==> config.mk <==
export PLATFORM = sky130hd
export DESIGN_NAME = rtxfifo
export DESIGN_NICKNAME = d
export VERILOG_FILES = /design/src/rtl/rtxfifo_pkg.sv /design/src/rtl/rtxfifo_ctrl.sv /design/src/rtl/rtxfifo_datapath.sv /design/src/rtl/rtxfifo.sv
export SDC_FILE = /design/constraint.sdc
export NUM_CORES = 1
export LEC_CHECK = 0
export ABC_AREA = 0
export ABC_CLOCK_PERIOD_IN_PS = 4100
export BUFFER_PORTS_ARGS = -buffer_cell sky130_fd_sc_hd__buf_2
export CORE_MARGIN = 2
export CORE_UTILIZATION = 30
export DETAILED_ROUTE_END_ITERATION = 8
export HOLD_SLACK_MARGIN = 0.06
export SKIP_LAST_GASP = 1
export SLEW_MARGIN = 20
export SYNTH_ARGS = -nofsm -noshare
export SYNTH_HDL_FRONTEND = slang
export SYNTH_SLANG_ARGS = --single-unit
==> constraint.sdc <==
create_clock -name clk -period 4.1 [get_ports clk]
set_input_delay 0.205 -clock clk [delete_from_list [all_inputs] [get_ports clk]]
set_output_delay 0.205 -clock clk [all_outputs]
set_load 0.02 [all_outputs]
==> src/rtl/rtxfifo_pkg.sv <==
package rtxfifo_pkg;
  // Strobes from control to datapath for one clock cycle
  typedef struct packed {
    logic wrGo;     // store wrData at the write index
    logic loadOut;  // reload the output register
    logic useFwd;   // take the output word from wrData instead of storage
    logic clrOut;   // force the output register to zero
  } dpStrobes_t;
endpackage

==> src/rtl/rtxfifo_ctrl.sv <==
module rtxfifo_ctrl
  import rtxfifo_pkg::*;
#(
  parameter int DEPTH = 16,
  localparam int AW = $clog2(DEPTH),
  localparam int PW = AW + 1
) (
  input  logic          clk,
  input  logic          mstRst,
  input  logic          partRst,
  input  logic          modeSel,
  input  logic          wrEn,
  input  logic          rdEn,
  input  logic          markReq,
  input  logic          rewindReq,
  output dpStrobes_t    strobes,
  output logic [AW-1:0] wrIdx,
  output logic [AW-1:0] rdIdx,
  output logic          emptyOrValid,
  output logic          fullOrRoom
);
  logic          fwftMode;
  logic [PW-1:0] wrPtr, rdPtr, markPtr;
  logic [PW-1:0] wrPtrNext, rdPtrNext;
  logic [PW-1:0] unread, held;
  logic          outValid;
  logic          anyRst, isEmpty, isFull;
  logic          wrGo, popOk, rdGo, markGo, validNext;

  assign anyRst  = mstRst | partRst;
  assign unread  = wrPtr - rdPtr;
  assign held    = wrPtr - markPtr;
  assign isEmpty = (unread == '0);
  assign isFull  = (held == PW'(DEPTH));

  assign wrGo   = wrEn && !isFull && !anyRst;
  assign popOk  = fwftMode ? (rdEn && outValid) : (rdEn && !isEmpty);
  assign rdGo   = popOk && !rewindReq && !anyRst;
  assign markGo = markReq && !rewindReq;

  always_comb begin
    if (rewindReq)  rdPtrNext = markPtr;
    else if (rdGo)  rdPtrNext = rdPtr + PW'(1);
    else            rdPtrNext = rdPtr;
  end
  assign wrPtrNext = wrGo ? wrPtr + PW'(1) : wrPtr;
  assign validNext = (wrPtrNext != rdPtrNext);

  always_ff @(posedge clk) begin
    if (mstRst) fwftMode <= modeSel;
  end

  always_ff @(posedge clk) begin
    if (anyRst) begin
      wrPtr    <= '0;
      rdPtr    <= '0;
      markPtr  <= '0;
      outValid <= 1'b0;
    end else begin
      wrPtr    <= wrPtrNext;
      rdPtr    <= rdPtrNext;
      if (markGo) markPtr <= rdPtr;
      outValid <= fwftMode && validNext;
    end
  end

  always_comb begin
    strobes.wrGo    = wrGo;
    strobes.clrOut  = anyRst;
    strobes.loadOut = fwftMode ? validNext : rdGo;
    strobes.useFwd  = fwftMode && wrGo && (wrPtr[AW-1:0] == rdPtrNext[AW-1:0]);
  end
  assign wrIdx = wrPtr[AW-1:0];
  assign rdIdx = fwftMode ? rdPtrNext[AW-1:0] : rdPtr[AW-1:0];

  assign emptyOrValid = fwftMode ? outValid : isEmpty;
  assign fullOrRoom   = fwftMode ? !isFull : isFull;


  rst_clear_chk: assert property (@(posedge clk)
    anyRst |=> (wrPtr == '0 && rdPtr == '0 && markPtr == '0 && !outValid));

  mode_hold_chk: assert property (@(posedge clk) disable iff (mstRst)
    !mstRst |=> $stable(fwftMode));

  no_overflow_chk: assert property (@(posedge clk) disable iff (anyRst)
    (held <= PW'(DEPTH)) && (unread <= held));

  full_hold_chk: assert property (@(posedge clk) disable iff (anyRst)
    (isFull && wrEn) |=> $stable(wrPtr));

  rewind_chk: assert property (@(posedge clk) disable iff (anyRst)
    rewindReq |=> (rdPtr == $past(markPtr)));

  fwft_valid_chk: assert property (@(posedge clk) disable iff (anyRst)
    fwftMode |-> (outValid == (wrPtr != rdPtr)));
endmodule

==> src/rtl/rtxfifo_datapath.sv <==
module rtxfifo_datapath
  import rtxfifo_pkg::*;
#(
  parameter int DATA_W = 16,
  parameter int DEPTH  = 16,
  localparam int AW = $clog2(DEPTH)
) (
  input  logic              clk,
  input  dpStrobes_t        strobes,
  input  logic [AW-1:0]     wrIdx,
  input  logic [AW-1:0]     rdIdx,
  input  logic [DATA_W-1:0] wrData,
  output logic [DATA_W-1:0] rdData
);
  logic [DATA_W-1:0] store [DEPTH];

  always_ff @(posedge clk) begin
    if (strobes.wrGo) store[wrIdx] <= wrData;
  end

  always_ff @(posedge clk) begin
    if (strobes.clrOut)       rdData <= '0;
    else if (strobes.loadOut) rdData <= strobes.useFwd ? wrData : store[rdIdx];
  end
endmodule

==> src/rtl/rtxfifo.sv <==
module rtxfifo
  import rtxfifo_pkg::*;
#(
  parameter int DATA_W = 16,
  parameter int DEPTH  = 16,
  localparam int AW = $clog2(DEPTH)
) (
  input  logic              clk,
  input  logic              mstRst,
  input  logic              partRst,
  input  logic              modeSel,
  input  logic              wrEn,
  input  logic [DATA_W-1:0] wrData,
  input  logic              rdEn,
  output logic [DATA_W-1:0] rdData,
  input  logic              markReq,
  input  logic              rewindReq,
  output logic              emptyOrValid,
  output logic              fullOrRoom
);
  dpStrobes_t    strobes;
  logic [AW-1:0] wrIdx, rdIdx;

  rtxfifo_ctrl #(.DEPTH(DEPTH)) ctrl (
    .clk(clk), .mstRst(mstRst), .partRst(partRst), .modeSel(modeSel),
    .wrEn(wrEn), .rdEn(rdEn), .markReq(markReq), .rewindReq(rewindReq),
    .strobes(strobes), .wrIdx(wrIdx), .rdIdx(rdIdx),
    .emptyOrValid(emptyOrValid), .fullOrRoom(fullOrRoom)
  );

  rtxfifo_datapath #(.DATA_W(DATA_W), .DEPTH(DEPTH)) dp (
    .clk(clk), .strobes(strobes), .wrIdx(wrIdx), .rdIdx(rdIdx),
    .wrData(wrData), .rdData(rdData)
  );
endmodule

==> run metrics <==
WP buf/inv=1; worst reg2reg path startpoint=ctrl.wrPtr[0]; total CTS buffers=30; worst-margin pin slew=1.01 ns; Crit-path slowest cell=dfxtp_1; Syn Area/Cell=between 10 and 15 sq um; Seq cells post-synth=289; Yosys top cell area share=0.623; CP max FO=23; drt initial violations=just under 600; DRC=0; Die X=roughly 210 microns; Post-Syn Nets=943; Setup-failing EPs final=0; First-pass DRT Iterations=5; slew margin rel.=0.327; CP Cell Sequence=inv_1 -> ha_1 -> nand2_1 -> or3_4 -> a211oi_4 -> o31ai_2 -> a31oi_2 -> xnor2_1 -> mux2i_1 -> nand3_2 -> and2_1 -> a211oi_1; Tcrit/Tclk final=0.930; Antenna Nets Post-Route=0; LEAKAGE=4.94 nW; Synth Area in Simple Gates=0.126; required time of the critical path=between 4 and 5 ns; R2R Setup Slk=between 0.2 and 0.3 ns; Arr. time, crit path=about 4.3 ns; area added between synthesis and finish=17.9%; H-tree levels=1; vias in the first global route=around 8000; XOR/XNOR Fraction of Synth Area=0.0123; Final #Nets=between 1000 and 1500; Initial Util=0.303; clk sinks=between 200 and 300; worst hold path startpoint=partRst; CTS tree=done; Cell variety after synth=69; Setup TNS=0 ns; die area=42900 sq um; Synth Area in Adders=0.0131; hold depth=3; Tot GR Track Use=0.145; Area contributors post-synth=edfxtp_1, dfxtp_1, nand2_1; Root Driver=clkbuf_16; clk_lat worst skew=0.56 ns; Max VDD drop=a little over 0.3 mV; Worst-path clk slew=0.07 ns; Compound-Gate Fraction of Synth Area=0.0889; slowest stage delay, CP=0.46 ns; Final min period=3.81 ns; Synth area leader=edfxtp_1; combinational family with the most area after synthesis=simple AND/OR/NAND/NOR gates; EDFF count, synth=257; final hold violation count=0; RePlAce Congestion=0.856; largest net degree at the start of global routing=41; DP Wirelength=around 20000 microns; RSZ-0062 raised after global routing=no; PortBufs=41; Startpoint Class=flop; Most used DFF post-synth=edfxtp_1; CP startpoint=ctrl.wrPtr[0]; worst hold path endpoint=ctrl.outValid; antenna cells=0; Power Density=around 440 nW/um^2; Final Skew=between 0.01 and 0.015 ns; Crit. End Element=flop; kind of critical path=flop to flop; share of cells above drive strength 1=0.192; Final Total Pwr=around 6.5 mW; Core ar.=approximately 40000 sq um; die height=207 microns; Cells after Synth=906; R2R depth=12; first-pass GRT wire length=around 48000 microns; r2r endpoint=dp.rdData[13]; status=complete, no violations; gr ovfl total=0; Synth Cell Area=between 10000 and 15000 sq um; Slew Viols, Final=0; async set or reset register ratio after synthesis=0; post-cts sizing count=0; cell count along the critical path=12; sequential share of the synthesized area=0.675; wirelength, routed=around 32000 microns; Max-Cap Viols=0; vias=7854; initial antenna violation count=0; I/O Pins=42; synth warn=0; cell family with most CP delay=simple AND/OR/NAND/NOR gates; min-delay worst type=primary input to flop; average wire per standard cell=20.6 microns; FP Rows=74; CTS max path bufs=3; mux share of post-synthesis cell area=0.0605; DR vias/cell=between 5 and 6; fmax=262 MHz
-- metrics by stage --
| stage | worst slack (ns) | util | std cells | hold slack, ns | area [sq um] |
|---|---|---|---|---|---|
| 2_1_floorplan | 0.356 | - | 906 | 0.304 | 12400 |
| 3_3_place_gp | 0.408 | 0.329 | 1468 | 0.403 | 13400 |
| 3_5_place_dp | 0.304 | 0.329 | 1468 | 0.389 | 13400 |
| 4_1_cts | 0.286 | 0.358 | 1542 | 0.0711 | 14600 |
| 5_1_grt | 0.0157 | 0.358 | 1542 | 0.0836 | 14600 |
| 6_report | 0.287 | 0.358 | 1542 | 0.0895 | 14600 |
-- layout make-up --
class	count	area (sq um)
clock inverters	22	215
flip-flops and latches	289	8360
fillers	3889	26200
multi-input cells	550	3780
well taps	532	666
repair buffers	104	748
clock buffers	34	796
inverters	11	41.3
-- flip-flops by register name (all words and copies together) (netlist names) --
signal         cells
ctrl.rdPtr         5
ctrl.wrPtr         5
ctrl.markPtr       5
dp.store         256
ctrl.outValid      1
dp.rdData         16
ctrl.fwftMode      1
-- report_power, final --
group	total (mW)	internal [mW]	switching, mW
clock network	2.74	1.59	1.15
registers	3.23	3.22	0.0147
logic	0.499	0.181	0.319
-- synth_stat cells, drive strengths merged (11+ instances only) --
master,number
mux4,19
mux2i,31
nand3,61
a311oi,12
a31oi,19
clkbuf,29
ha,13
o21ai,12
xnor2,11
edfxtp,257
and3,22
a211oi,18
buf,27
nor2,37
or3,12
nand2,140
dfxtp,32
a21oi,43
-- worst register-to-register path, stage by stage, from the launching register on --
cell and delay (ns):
dfxtp_1 0.46, inv_1 0.16, ha_1 0.30, nand2_1 0.07, or3_4 0.35, a211oi_4 0.39, o31ai_2 0.12, a31oi_2 0.22
xnor2_1 0.28, mux2i_1 0.31, nand3_2 0.41, and2_1 0.38, a211oi_1 0.25
-- worst max path at each step --
stage                          to  slack, ns
floorplan           dp.rdData[10]       0.36
global placement     dp.rdData[9]       0.41
detailed placement  dp.rdData[15]       0.30
CTS                  dp.rdData[8]       0.29
global route         dp.rdData[8]       0.02
finish              dp.rdData[13]       0.29
-- cell families after synthesis --
kind of cell,after synthesis
flip-flops,289
multiplexers,51
adder cells (fa/ha/maj),13
buffers and inverters,67
XOR/XNOR,15
AO/OA/AOI/OAI,150
AND/OR/NAND/NOR,321
-- per-layer routing --
metal	vias up	wire length, microns	GRT usage
met4	0	693	0.0345
met3	50	1710	0.0233
met5	-	0	0
met1	3960	14100	0.198
met2	218	15200	0.243
li1	3626	-	-
-- cells in the final DEF (no fill, tap or decap), types with 12 or more instances in the layout --
cell type / count
a21oi_1: 42
buf_4: 43
clkinv_2: 12
buf_2: 41
and3_1: 22
clkbuf_16: 30
dfxtp_1: 32
nor2_1: 36
edfxtp_1: 257
mux2i_1: 31
dlygate4sd3_1: 18
nand3_1: 60
nand2_1: 139
a31oi_1: 17
mux4_2: 19
ha_1: 13
-- repair_timing --
action / 4_1_cts / 5_1_grt
setup buffers: 0 / 0
endpoints found under the hold margin: 232 / 0
hold buffers: 18 / 0
Power figures use the tool's default switching activity.
